File: src/rtl/pp_enc_pkg.sv
`timescale 1ns/1ps
package pp_enc_pkg;
  typedef enum logic [1:0] {
    ST_IDLE  = 2'd0,
    ST_GAP   = 2'd1,
    ST_ON    = 2'd2,
    ST_CLOSE = 2'd3
  } enc_st_e;
endpackage

File: src/rtl/pp_tick_timer.sv
`timescale 1ns/1ps
module pp_tick_timer #(
  parameter int TW = 7
) (
  input  logic          clk,
  input  logic          rst_n,
  input  logic          tick,
  input  logic          clr,
  input  logic [TW-1:0] limit,
  output logic          expire
);
  logic [TW-1:0] cnt_q, cnt_d;

  always_comb begin
    cnt_d = cnt_q;
    if (clr)       cnt_d = '0;
    else if (tick) cnt_d = cnt_q + 1'b1;
  end

  always_ff @(posedge clk or negedge rst_n) begin
    if (!rst_n) cnt_q <= '0;
    else        cnt_q <= cnt_d;
  end

  // Fires on the tick that completes the interval.
  assign expire = tick && (cnt_q == limit - 1'b1);

  // The interval counter never reaches the active limit.
  assert_cnt_bound_R3: assert property (@(posedge clk) disable iff (!rst_n)
    cnt_q < limit);
endmodule

File: src/rtl/pp_shift.sv
`timescale 1ns/1ps
module pp_shift #(
  parameter int DATA_W = 16
) (
  input  logic              clk,
  input  logic              rst_n,
  input  logic              load,
  input  logic              shift_en,
  input  logic [DATA_W-1:0] payload,
  input  logic [DATA_W-1:0] keystream,
  output logic              cur_bit
);
  logic [DATA_W-1:0] sreg_q, sreg_d;

  always_comb begin
    sreg_d = sreg_q;
    if (load)          sreg_d = payload ^ keystream;
    else if (shift_en) sreg_d = sreg_q >> 1;
  end

  always_ff @(posedge clk or negedge rst_n) begin
    if (!rst_n) sreg_q <= '0;
    else        sreg_q <= sreg_d;
  end

  assign cur_bit = sreg_q[0];
endmodule

File: src/rtl/pp_enc_ctrl.sv
`timescale 1ns/1ps
module pp_enc_ctrl
  import pp_enc_pkg::*;
#(
  parameter int MAX_BITS = 16,
  parameter int CNT_W    = 5,
  parameter int TW       = 7,
  parameter int GAP_T    = 20,
  parameter int ONE_T    = 80,
  parameter int ZERO_T   = 40
) (
  input  logic             clk,
  input  logic             rst_n,
  input  logic             start,
  input  logic [CNT_W-1:0] nbits,
  input  logic             expire,
  input  logic             cur_bit,
  output logic             load,
  output logic             shift_en,
  output logic             clr,
  output logic [TW-1:0]    limit,
  output logic             mod_out,
  output logic             busy,
  output logic             done
);
  enc_st_e          st_q, st_d;
  logic [CNT_W-1:0] left_q, left_d;
  logic             mod_q, mod_d;
  logic             done_q, done_d;
  logic             cnt_ok;

  assign cnt_ok = (nbits != '0) && (nbits <= CNT_W'(MAX_BITS));

  always_comb begin
    st_d     = st_q;
    left_d   = left_q;
    load     = 1'b0;
    shift_en = 1'b0;
    clr      = 1'b0;
    done_d   = 1'b0;
    unique case (st_q)
      ST_IDLE: begin
        clr = 1'b1;
        if (start && cnt_ok) begin
          st_d   = ST_GAP;
          load   = 1'b1;
          left_d = nbits;
        end
      end
      ST_GAP: begin
        if (expire) begin
          st_d = ST_ON;
          clr  = 1'b1;
        end
      end
      ST_ON: begin
        if (expire) begin
          clr      = 1'b1;
          shift_en = 1'b1;
          left_d   = left_q - 1'b1;
          st_d     = (left_q == CNT_W'(1)) ? ST_CLOSE : ST_GAP;
        end
      end
      ST_CLOSE: begin
        if (expire) begin
          clr    = 1'b1;
          st_d   = ST_IDLE;
          done_d = 1'b1;
        end
      end
      default: st_d = ST_IDLE;
    endcase
  end

  always_comb begin
    if (st_q == ST_ON) limit = cur_bit ? TW'(ONE_T) : TW'(ZERO_T);
    else               limit = TW'(GAP_T);
  end

  assign mod_d = !((st_d == ST_GAP) || (st_d == ST_CLOSE));

  always_ff @(posedge clk or negedge rst_n) begin
    if (!rst_n) begin
      st_q   <= ST_IDLE;
      left_q <= '0;
      mod_q  <= 1'b1;
      done_q <= 1'b0;
    end else begin
      st_q   <= st_d;
      left_q <= left_d;
      mod_q  <= mod_d;
      done_q <= done_d;
    end
  end

  assign mod_out = mod_q;
  assign busy    = (st_q != ST_IDLE);
  assign done    = done_q;

  assert_rest_on_R1: assert property (@(posedge clk) disable iff (!rst_n)
    !busy |-> mod_out);
  assert_done_pulse_R9: assert property (@(posedge clk) disable iff (!rst_n)
    done |=> !done);
  assert_done_at_end_R9: assert property (@(posedge clk) disable iff (!rst_n)
    $fell(busy) |-> done);
  assert_bad_count_R11: assert property (@(posedge clk) disable iff (!rst_n)
    (!busy && start && !cnt_ok) |=> !busy);
endmodule

File: src/rtl/pp_frame_enc.sv
`timescale 1ns/1ps
module pp_frame_enc #(
  parameter int DATA_W     = 16,
  parameter int CNT_W      = $clog2(DATA_W + 1),
  parameter int GAP_US     = 20,
  parameter int ONE_ON_US  = 80,
  parameter int ZERO_ON_US = 40
) (
  input  logic              clk,
  input  logic              rst_n,
  input  logic              tick_us,
  input  logic              start,
  input  logic [DATA_W-1:0] payload,
  input  logic [CNT_W-1:0]  nbits,
  input  logic [DATA_W-1:0] keystream,
  output logic              mod_out,
  output logic              busy,
  output logic              done
);
  localparam int LIM_A   = (ONE_ON_US > ZERO_ON_US) ? ONE_ON_US : ZERO_ON_US;
  localparam int LIM_MAX = (LIM_A > GAP_US) ? LIM_A : GAP_US;
  localparam int TW      = $clog2(LIM_MAX + 1);

  logic          load, shift_en, clr, expire, cur_bit;
  logic [TW-1:0] limit;

  pp_enc_ctrl #(
    .MAX_BITS(DATA_W), .CNT_W(CNT_W), .TW(TW),
    .GAP_T(GAP_US), .ONE_T(ONE_ON_US), .ZERO_T(ZERO_ON_US)
  ) u_ctrl (
    .clk(clk), .rst_n(rst_n), .start(start), .nbits(nbits),
    .expire(expire), .cur_bit(cur_bit), .load(load), .shift_en(shift_en),
    .clr(clr), .limit(limit), .mod_out(mod_out), .busy(busy), .done(done)
  );

  pp_tick_timer #(.TW(TW)) u_timer (
    .clk(clk), .rst_n(rst_n), .tick(tick_us), .clr(clr),
    .limit(limit), .expire(expire)
  );

  pp_shift #(.DATA_W(DATA_W)) u_shift (
    .clk(clk), .rst_n(rst_n), .load(load), .shift_en(shift_en),
    .payload(payload), .keystream(keystream), .cur_bit(cur_bit)
  );

  // A new frame is only loaded from idle.
  assert_load_idle_R10: assert property (@(posedge clk) disable iff (!rst_n)
    load |-> !busy);
endmodule

File: config.mk
export PLATFORM = sky130hd
export DESIGN_NAME = pp_frame_enc
export DESIGN_NICKNAME = d
export VERILOG_FILES = /design/src/rtl/pp_enc_pkg.sv /design/src/rtl/pp_tick_timer.sv /design/src/rtl/pp_shift.sv /design/src/rtl/pp_enc_ctrl.sv /design/src/rtl/pp_frame_enc.sv
export SDC_FILE = /design/constraint.sdc
export NUM_CORES = 1
export LEC_CHECK = 0
export BUFFER_PORTS_ARGS = -buffer_cell sky130_fd_sc_hd__buf_2
export CAP_MARGIN = 15
export CORE_AREA = 2 2 69 71
export DETAILED_ROUTE_END_ITERATION = 12
export DIE_AREA = 0 0 71 73
export PLACE_DENSITY_LB_ADDON = 0.25
export SYNTH_ARGS = -nofsm -noshare
export SYNTH_HDL_FRONTEND = slang
export SYNTH_HIERARCHICAL = 1
export SYNTH_SLANG_ARGS = --single-unit
export TNS_END_PERCENT = 5
File: constraint.sdc
create_clock -name clk -period 3.4 [get_ports clk]
set_clock_uncertainty 0.1 [all_clocks]
set_input_delay 0.17 -clock clk [delete_from_list [all_inputs] [get_ports clk]]
set_output_delay 0.17 -clock clk [all_outputs]
set_load 0.005 [all_outputs]
==> impl_metrics.toml, run 1 <==
[critical_path]
path_cells = "and2b_1 > inv_1 > nor2_1 > buf_4 > nor4_4 > xnor2_1 > a2111oi_2 > buf_4 > nand2_2 > or4_1 > or3_1 > nand4_1"
start_kind = "flop"
crit_path_frequent_cell = "buf_4"
startpoint = "u_ctrl/st_q[1]"
crit_family = "simple AND/OR/NAND/NOR gates"
cp.buffers_inverters = 3
critPathRequiredTime_ns = 3.51
slowest_delay_ns = 0.44
worstPathArrival_ns = 3.15
criticalPathCategory = "flop to flop"
worstPathMaxFanout = 9
cp-end-kind = "flop"
cp_slowest_cell = "or4_1"
timing.rr.start = "u_ctrl/st_q[1]"

[cells_and_area]
register_area_um2 = 802.0
fin_nets = 292
syn_to_final_growth_pct = 16.31
insertedDiodeCount = 0
multi_input_comb_area_um2 = 1194
drive_gt1_share_pct = 27.53
fillerInstances = 406

[cts]
htree_levels = 2
cts_resized = 0
clk_latency_ns = 0.28
cts_root_buffer = "clkbuf_8"
cts.clk_slew.worst_paths_ns = 0.07
cts-buffers-inserted = 5
clock_sinks = 32
tritoncts = "done"
cts_max_path_buffers = 2

[placed_design]
io_buffers = 43
dpl.hpwl_um = 2763
place.gp.congestion = 0.8484

[routing]
wl_per_cell_um = 11.94
num_vias = 1558
avgViaCountPerCell = 5.176
dr.pass1.iters = 4
routed_wl_um = 3594
drcViolationCount = 0
drtAntennaViolNets = 0
drt_iter0_drc = 82

[sta]
hold_viol_final = 0
setup_viol = 0
fmax_mhz = 329.7
timing.final.crit_share_pct = 89.20
rsz0062_at_grt = "false"
drv_slew = 0
final.min_clock_period_ns = 3.033
tightest_slew_ns = 0.7044
setup_tns_ns = 0
timing.slew.headroom_pct = 53.04

[floorplanning]
fp.coreArea_um2 = 4536
start_util_pct = 46.84
die_h_um = 73
ios = 44
die_area_um2 = 5183
die-width_um = 71
fp-row-count = 25

[logic_synthesis]
postSynth.asyncResetShare_pct = 100.0
synth_cell_type_count = 49
synth_edf_count = 0
syn_area_per_cell_um2 = 10.62
yosys_warnings = 6
syn_inst = 200
synth_area_um2 = 2125
ys_ff_latch = 32
yosys_most_used_dff = "dfrtp_1"
yosysSeqAreaShare_pct = 37.75

[global_route]
grt_use_total_pct = 15.65
grt_pass1_wl_um = 6527
grt_overflow = 0
grt_max_degree = 33
first_global_vias = 1524
antenna_found_initial = 0

[power]
total_power_mw = 1.271
peakVddDrop_v = 0.0002976
cellPowerDensity_nw_per_um2 = 514.3
leakage_nw = 1.028

[min_path]
min_path_type = "primary input to flop"
hold_start = "nbits[0]"

[run]
max_cap_violations = 0

[outcome]
status = "complete, no violations"
-- path summary, 6_finish.rpt --
| path | endpoint | slack [ns] | cells past startpoint |
|---|---|---|---|
| worst max-delay path | u_ctrl/left_q[3] | 0.37 | 12 |
| worst min-delay path | u_ctrl/left_q[0] | 0.06 | 2 |
| worst max register to register | u_ctrl/left_q[3] | 0.37 | 12 |
| worst min register to register | u_shift/sreg_q[15] | 0.42 | 1 |
| max in group asynchronous | u_timer/cnt_q[2] | 2.37 | 2 |
| min in group asynchronous | u_shift/sreg_q[14] | 0.37 | 2 |
-- per-layer routing --
layer	GRT usage [%]	wire [um]	vias up
met5	0	0	-
met4	5.031	46	0
met3	4.144	182	7
met2	26.06	1675	41
met1	19.96	1689	719
li1	-	-	791
-- stage by stage --
step           instances  hold WS (ns)  cell area (um^2)  setup slack [ns]  util, %
2_1_floorplan        201       -0.2256              2128            0.1103        -
3_3_place_gp         293        0.1672              2365            0.4619    52.14
3_5_place_dp         293        0.1663              2365            0.3628    52.14
4_1_cts              301       0.04857              2471            0.3540    54.48
5_1_grt              301       0.06282              2471            0.1161    54.48
6_report             301       0.05586              2471            0.3671    54.48
-- kinds of logic (layout without fill, tap and decap cells) --
kind of cell / count (synthesis) / count (layout) / share of synthesized area (%)
simple gates: 54 / 54 / 17.08
mux: 35 / 35 / 16.73
flops: 32 / 32 / 37.75
xor+xnor: 28 / 28 / 11.54
compound gates: 23 / 23 / 8.009
buf+inv: 23 / 69 / 6.360
fa+ha+maj: 4 / 4 / 2.356
other cells: 1 / 2 / 0.1765
-- report_power, final --
group	internal [mW]	switching [mW]
clock network	0.180	0.131
registers	0.515	0.103
logic	0.179	0.163
-- state kept, by name, indices dropped and copies added (netlist names) --
register / flops
u_shift/sreg_q: 16
u_timer/cnt_q: 7
u_ctrl/left_q: 5
u_ctrl/st_q: 2
u_ctrl/done: 1
u_ctrl/mod_out: 1
-- what timing repair did --
item | 4_1_cts | 5_1_grt
hold endpoints to repair | 31 | 0
setup buffers | 0 | 0
hold buffers | 1 | 0
-- worst register-to-register path: stages, from the launching register on --
cell	delay (ns)
dfrtp_1	0.37
and2b_1	0.17
inv_1	0.21
nor2_1	0.09
buf_4	0.18
nor4_4	0.29
xnor2_1	0.11
a2111oi_2	0.33
buf_4	0.19
nand2_2	0.08
or4_1	0.44
or3_1	0.32
nand4_1	0.09
-- synthesized netlist by cell type (all sizes together) (2+ instances only) --
| library cell | number | share of area, % |
|---|---|---|
| nor4 | 4 | 3.3 |
| nor3b | 2 | 0.71 |
| a221oi | 2 | 0.82 |
| nand4 | 4 | 1.2 |
| o21ai | 3 | 0.71 |
| mux2i | 34 | 16 |
| xnor2 | 21 | 8.7 |
| inv | 13 | 2.3 |
| nor3 | 3 | 1.2 |
| a21oi | 4 | 0.94 |
| nor4b | 2 | 0.82 |
| nand2b | 3 | 1.2 |
| or3 | 2 | 0.59 |
| nor2 | 12 | 2.1 |
| xor2 | 7 | 2.9 |
| dfrtp | 31 | 37 |
| a31oi | 2 | 0.59 |
| buf | 10 | 4.1 |
| o22ai | 2 | 0.59 |
| nand2 | 11 | 2.1 |
| ha | 4 | 2.4 |
| a21o | 2 | 0.71 |
| o31ai | 2 | 0.71 |
| nand3 | 2 | 0.47 |
-- cell type report --
type	count	share of cell area, %
Tap cell	54	2.734
Multi-Input combinational cell	146	48.30
Sequential cell	32	32.46
Clock buffer	7	3.899
Timing Repair Buffer	49	10.63
Inverter	13	1.975
-- cell usage in the layout, fill, tap and decap left out, drive strengths merged, types with 3 or more instances in the layout --
cell type	n
nor4	4
xnor2	21
clkbuf	7
nand4	4
inv	13
xor2	7
ha	4
nand2	11
buf	48
nor2	12
mux2i	34
a21oi	4
dfrtp	31
nor3	3
o21ai	3
nand2b	3
No activity file was read; power rests on OpenSTA's default activity.
==> inputs of run 2 (changes only) <==
Settings changed: PLACE_DENSITY set to 0.76, PLACE_DENSITY_LB_ADDON 0.25 to unset.
==> run 2 against run 1 <==
Non-clock buffer count unchanged. Final cell count did not move. Critical path type unchanged. Flip-flop and latch count did not move. Wire length increased by 3.9%. Total power fell by 2.8%. Critical path depth down 1. Core utilization fell by 0.33 points. Maximum frequency fell by 2.7%. Sequential share of layout area is 0.20 points higher. Combinational power increased by 1%. Register-to-register slack got worse by 0.09 ns.
==> impl_metrics.toml, run 2 (synthesis gave the netlist of run 1 again) <==
[outcome]
status = "complete, no violations"

[critical_path]
cp.buffers_inverters = 2
cp_slowest_cell = "a2111oi_2"
worstPathMaxFanout = 9
path_cells = "and2b_1 > inv_1 > nor2_1 > buf_4 > nor4_4 > xnor2_1 > a2111oi_2 > nand2_2 > or4_1 > or3_1 > nand4_1"
criticalPathCategory = "flop to flop"
cp-end-kind = "flop"
slowest_delay_ns = 0.52
critPathRequiredTime_ns = 3.51
crit_family = "simple AND/OR/NAND/NOR gates"
start_kind = "flop"
worstPathArrival_ns = 3.23

[global_route]
first_global_vias = 1558
grt_overflow = 0
grt_pass1_wl_um = 6499
grt_use_total_pct = 15.94
antenna_found_initial = 0
grt_max_degree = 33

[routing]
wl_per_cell_um = 12.41
drcViolationCount = 0
dr.pass1.iters = 4
drt_iter0_drc = 52
avgViaCountPerCell = 5.219
num_vias = 1571
routed_wl_um = 3735
drtAntennaViolNets = 0

[min_path]
min_path_type = "primary input to flop"

[cells_and_area]
fillerInstances = 386
syn_to_final_growth_pct = 15.61
multi_input_comb_area_um2 = 1194
fin_nets = 292
mostFrequentLayoutCell = "buf_2"
top_register = "u_shift/sreg_q"
final_cell_mix = "43 x buf_2, 34 x mux2i_1, 31 x dfrtp_1"
largest_reg_flops = 16
reg.largest.list = "u_shift/sreg_q: 16 flops, u_timer/cnt_q: 7 flops, u_ctrl/left_q: 5 flops"
drive_gt1_share_pct = 27.53
register_area_um2 = 802.0
insertedDiodeCount = 0

[placed_design]
dpl.hpwl_um = 2836
place.gp.congestion = 0.7970
io_buffers = 43

[sta]
tightest_slew_ns = 0.6835
setup_tns_ns = 0
final.min_clock_period_ns = 3.118
setup_viol = 0
hold_viol_final = 0
fmax_mhz = 320.7
timing.slew.headroom_pct = 54.43
hold_slack_ns = 0.05394
drv_slew = 0
timing.final.crit_share_pct = 91.71
rsz0062_at_grt = "false"

[floorplanning]
fp.coreArea_um2 = 4536
die-width_um = 71
die_h_um = 73
start_util_pct = 46.84
fp-row-count = 25
die_area_um2 = 5183
ios = 44

[cts]
tritoncts = "done"
htree_levels = 2
cts.clk_slew.worst_paths_ns = 0.06
clk_latency_ns = 0.28
cts_max_path_buffers = 2
cts-buffers-inserted = 5
clock_sinks = 32
cts_setup_buffers = 0
cts_root_buffer = "clkbuf_8"

[power]
peakVddDrop_v = 0.0002721
cellPowerDensity_nw_per_um2 = 502.7
leakage_nw = 1.018

[run]
max_cap_violations = 0
==> run 2: cell types whose count changed in the layout (fill, tap and decap cells not counted) <==
cell,change
clkinv_2,+1
clkbuf_8,-2
clkinvlp_4,+1
==> run 2: cell type report <==
| class | count | area share (%) |
|---|---|---|
| Clock inverter | 2 | 0.5094 |
| Multi-Input combinational cell | 146 | 48.60 |
| Timing Repair Buffer | 49 | 10.70 |
| Sequential cell | 32 | 32.65 |
| Clock buffer | 5 | 2.802 |
| Inverter | 13 | 1.987 |
| Tap cell | 54 | 2.751 |
==> run 2: final timing paths <==
check	cells past startpoint	end	slack, ns	start
worst max-delay path	11	u_ctrl/left_q[3]	0.28	u_ctrl/st_q[1]
worst min-delay path	2	u_ctrl/left_q[0]	0.05	nbits[0]
worst min register to register	1	u_shift/sreg_q[15]	0.42	u_shift/sreg_q[15]
max in group asynchronous	2	u_timer/cnt_q[4]	2.40	rst_n
min in group asynchronous	2	u_timer/cnt_q[1]	0.36	rst_n
worst max register to register	11	u_ctrl/left_q[3]	0.28	u_ctrl/st_q[1]
==> run 2: metal layers <==
layer | track usage, % | vias up | wire length (um)
met5 | 0 | - | 0
met4 | 7.338 | 0 | 93
met3 | 4.006 | 10 | 152
met2 | 27.62 | 37 | 1779
met1 | 18.65 | 733 | 1710
li1 | - | 791 | -
==> run 2: repair_timing <==
action | in CTS | in global routing
hold endpoints to repair | 31 | 0
resized for setup | 0 | 0
hold buffers | 1 | 0
==> run 2: report_power, final <==
group          internal (mW)  switching [mW]  total [mW]
clock network          0.138           0.135       0.273
registers              0.515           0.101       0.617
logic                  0.179           0.166       0.345
total                  0.832           0.402        1.23
==> run 2: per-stage QoR <==
| step | total power, mW | cells | worst slack, ns | cell area (um^2) | utilization (%) |
|---|---|---|---|---|---|
| 2_1_floorplan | 0.8615 | 201 | 0.1103 | 2128 | - |
| 3_3_place_gp | 0.9508 | 293 | 0.4870 | 2365 | 52.14 |
| 3_5_place_dp | 0.9732 | 293 | 0.3978 | 2365 | 52.14 |
| 4_1_cts | 1.253 | 301 | 0.3133 | 2456 | 54.15 |
| 5_1_grt | 1.333 | 301 | 0.05479 | 2456 | 54.15 |
| 6_report | 1.235 | 301 | 0.2819 | 2456 | 54.15 |
==> inputs of run 3 (changes only) <==
Settings changed: CORE_AREA 2 2 69 71 to 2 2 68 70, CTS_BUF_LIST set to sky130_fd_sc_hd__clkbuf_8, DIE_AREA 0 0 71 73 to 0 0 70 72, PLACE_DENSITY 0.76 to 0.78.
==> run 3 against run 2 <==
Maximum frequency is 0.94% higher. First-iteration DRC count is 23% higher. Critical path depth is 1 higher. Worst setup slack better by 0.029 ns. Combinational power hardly changed. Total power is 0.29% lower. Sequential share of layout area hardly changed. Non-clock buffer count stayed put. Sequential power hardly changed. Wire length is 2.6% lower. Critical endpoint unchanged. Largest power group unchanged.
==> impl_metrics.toml, run 3 (synthesis gave the netlist of run 1 again) <==
[cts]
htree_levels = 2
cts_root_buffer = "clkbuf_8"
cts_setup_buffers = 0
cts-buffers-inserted = 5
cts_max_path_buffers = 2
clk_latency_ns = 0.28
cts.clk_slew.worst_paths_ns = 0.06
cts_resized = 0
clock_sinks = 32
tritoncts = "done"

[sta]
final.min_clock_period_ns = 3.089
timing.slew.headroom_pct = 53.27
drv_slew = 0
tightest_slew_ns = 0.7009
hold_viol_final = 0
setup_viol = 0
rsz0062_at_grt = "false"
fmax_mhz = 323.7
timing.final.crit_share_pct = 90.85
setup_tns_ns = 0

[critical_path]
start_kind = "flop"
cp_slowest_cell = "or4_1"
crit_path_frequent_cell = "buf_4"
startpoint = "u_ctrl/st_q[0]"
endpoint = "u_ctrl/left_q[3]"
r2r_cells = 12
critPathRequiredTime_ns = 3.51
path_cells = "and2b_1 > inv_1 > nor2_1 > buf_4 > xnor2_1 > nand4b_1 > a2111oi_2 > buf_4 > nand2_2 > or4_1 > or3_1 > nand4_1"
cp-end-kind = "flop"
rrSetupSlack_ns = 0.31
timing.rr.start = "u_ctrl/st_q[0]"
r2r-end = "u_ctrl/left_q[3]"
worstPathMaxFanout = 9
slowest_delay_ns = 0.42
worstPathArrival_ns = 3.20
criticalPathCategory = "flop to flop"

[floorplanning]
fp.coreArea_um2 = 4264
die-width_um = 70
start_util_pct = 49.82
die_area_um2 = 5040
fp-row-count = 24
ios = 44
die_h_um = 72

[routing]
drtAntennaViolNets = 0
wl_per_cell_um = 12.17
num_vias = 1583
routed_wl_um = 3639
drcViolationCount = 0
drt_iter0_drc = 64
avgViaCountPerCell = 5.294
dr.pass1.iters = 4

[placed_design]
dpl.hpwl_um = 2786
io_buffers = 43
place.gp.congestion = 0.7565
postPlaceCellArea_um2 = 2362

[cells_and_area]
top_register = "u_shift/sreg_q"
fillerInstances = 369
register_area_um2 = 802.0
mostFrequentLayoutCell = "buf_2"
design_area_um2 = 2454
reg.largest.list = "u_shift/sreg_q: 16 flops, u_timer/cnt_q: 7 flops, u_ctrl/left_q: 5 flops"
final_cell_mix = "43 x buf_2, 34 x mux2i_1, 31 x dfrtp_1"
drive_gt1_share_pct = 27.53
syn_to_final_growth_pct = 15.49
multi_input_comb_area_um2 = 1194
fin_nets = 292
insertedDiodeCount = 0
largest_reg_flops = 16

[min_path]
min_path_type = "primary input to flop"
min_path_cells = 2

[power]
peakVddDrop_v = 0.0003200
cellPowerDensity_nw_per_um2 = 501.7
leakage_nw = 1.018

[global_route]
grt_pass1_wl_um = 6617
grt_overflow = 0
grt_use_total_pct = 16.29
grt_max_degree = 33
first_global_vias = 1559
antenna_found_initial = 0

[run]
max_cap_violations = 0

[outcome]
status = "complete, no violations"
## run 3: cell counts in the layout (fill, tap and decap cells not counted)
No cell type changed its count.
## run 3: final cells by class
type | instances | share of cell area, %
sequential | 32 | 32.69
tap | 52 | 2.652
clock buffer | 5 | 2.805
timing repair buffer | 49 | 10.71
multi-input combinational | 146 | 48.65
clock inverter | 2 | 0.5099
inverter | 13 | 1.989
## run 3: stage by stage
step | hold slack [ns] | worst slack (ns) | total power, mW | std cells | util (%)
finish | 0.05730 | 0.3110 | 1.231 | 299 | 57.54
global route | 0.05000 | 0.1057 | 1.342 | 299 | 57.54
CTS | 0.04854 | 0.3286 | 1.250 | 299 | 57.54
detailed placement | 0.1602 | 0.3509 | 0.9732 | 291 | 55.40
global placement | 0.1571 | 0.4619 | 0.9500 | 291 | 55.40
floorplan | -0.2256 | 0.1103 | 0.8615 | 201 | -
## run 3: worst min path at each step
stage	startpoint	endpoint	slack, ns
2_1_floorplan	rst_n	u_ctrl/done	-0.23
3_3_place_gp	rst_n	u_shift/sreg_q[14]	0.16
3_5_place_dp	rst_n	u_shift/sreg_q[14]	0.16
4_1_cts	nbits[0]	u_ctrl/left_q[0]	0.05
5_1_grt	nbits[0]	u_ctrl/left_q[0]	0.05
6_report	nbits[0]	u_ctrl/left_q[0]	0.06
## run 3: power breakdown
| group | switching, mW | internal [mW] |
|---|---|---|
| Combinational | 0.165 | 0.179 |
| Clock | 0.131 | 0.138 |
| Sequential | 0.102 | 0.515 |
| Total | 0.399 | 0.832 |
## run 3: metal layers
| metal | share of wire (%) | GRT usage [%] | vias to the layer above |
|---|---|---|---|
| li1 | - | - | 792 |
| met1 | 45 | 19.20 | 740 |
| met2 | 48 | 28.47 | 46 |
| met3 | 5.3 | 4.583 | 5 |
| met4 | 1.2 | 6.197 | 0 |
| met5 | 0 | 0 | - |
## run 3: worst max-delay path: cells and delay by family (launching register included)
family / cells / cell delay [ns]
AOI/OAI and AO/OA: 1 / 0.41
and+or+nand+nor: 7 / 1.49
xor gates and xnor gates: 1 / 0.10
DFF: 1 / 0.38
buffers and inverters: 3 / 0.53
## run 3: what timing repair did
| item | CTS | global route |
|---|---|---|
| setup endpoints to repair | 0 | 0 |
| hold endpoints to repair | 31 | 0 |
| hold buffers | 1 | 0 |
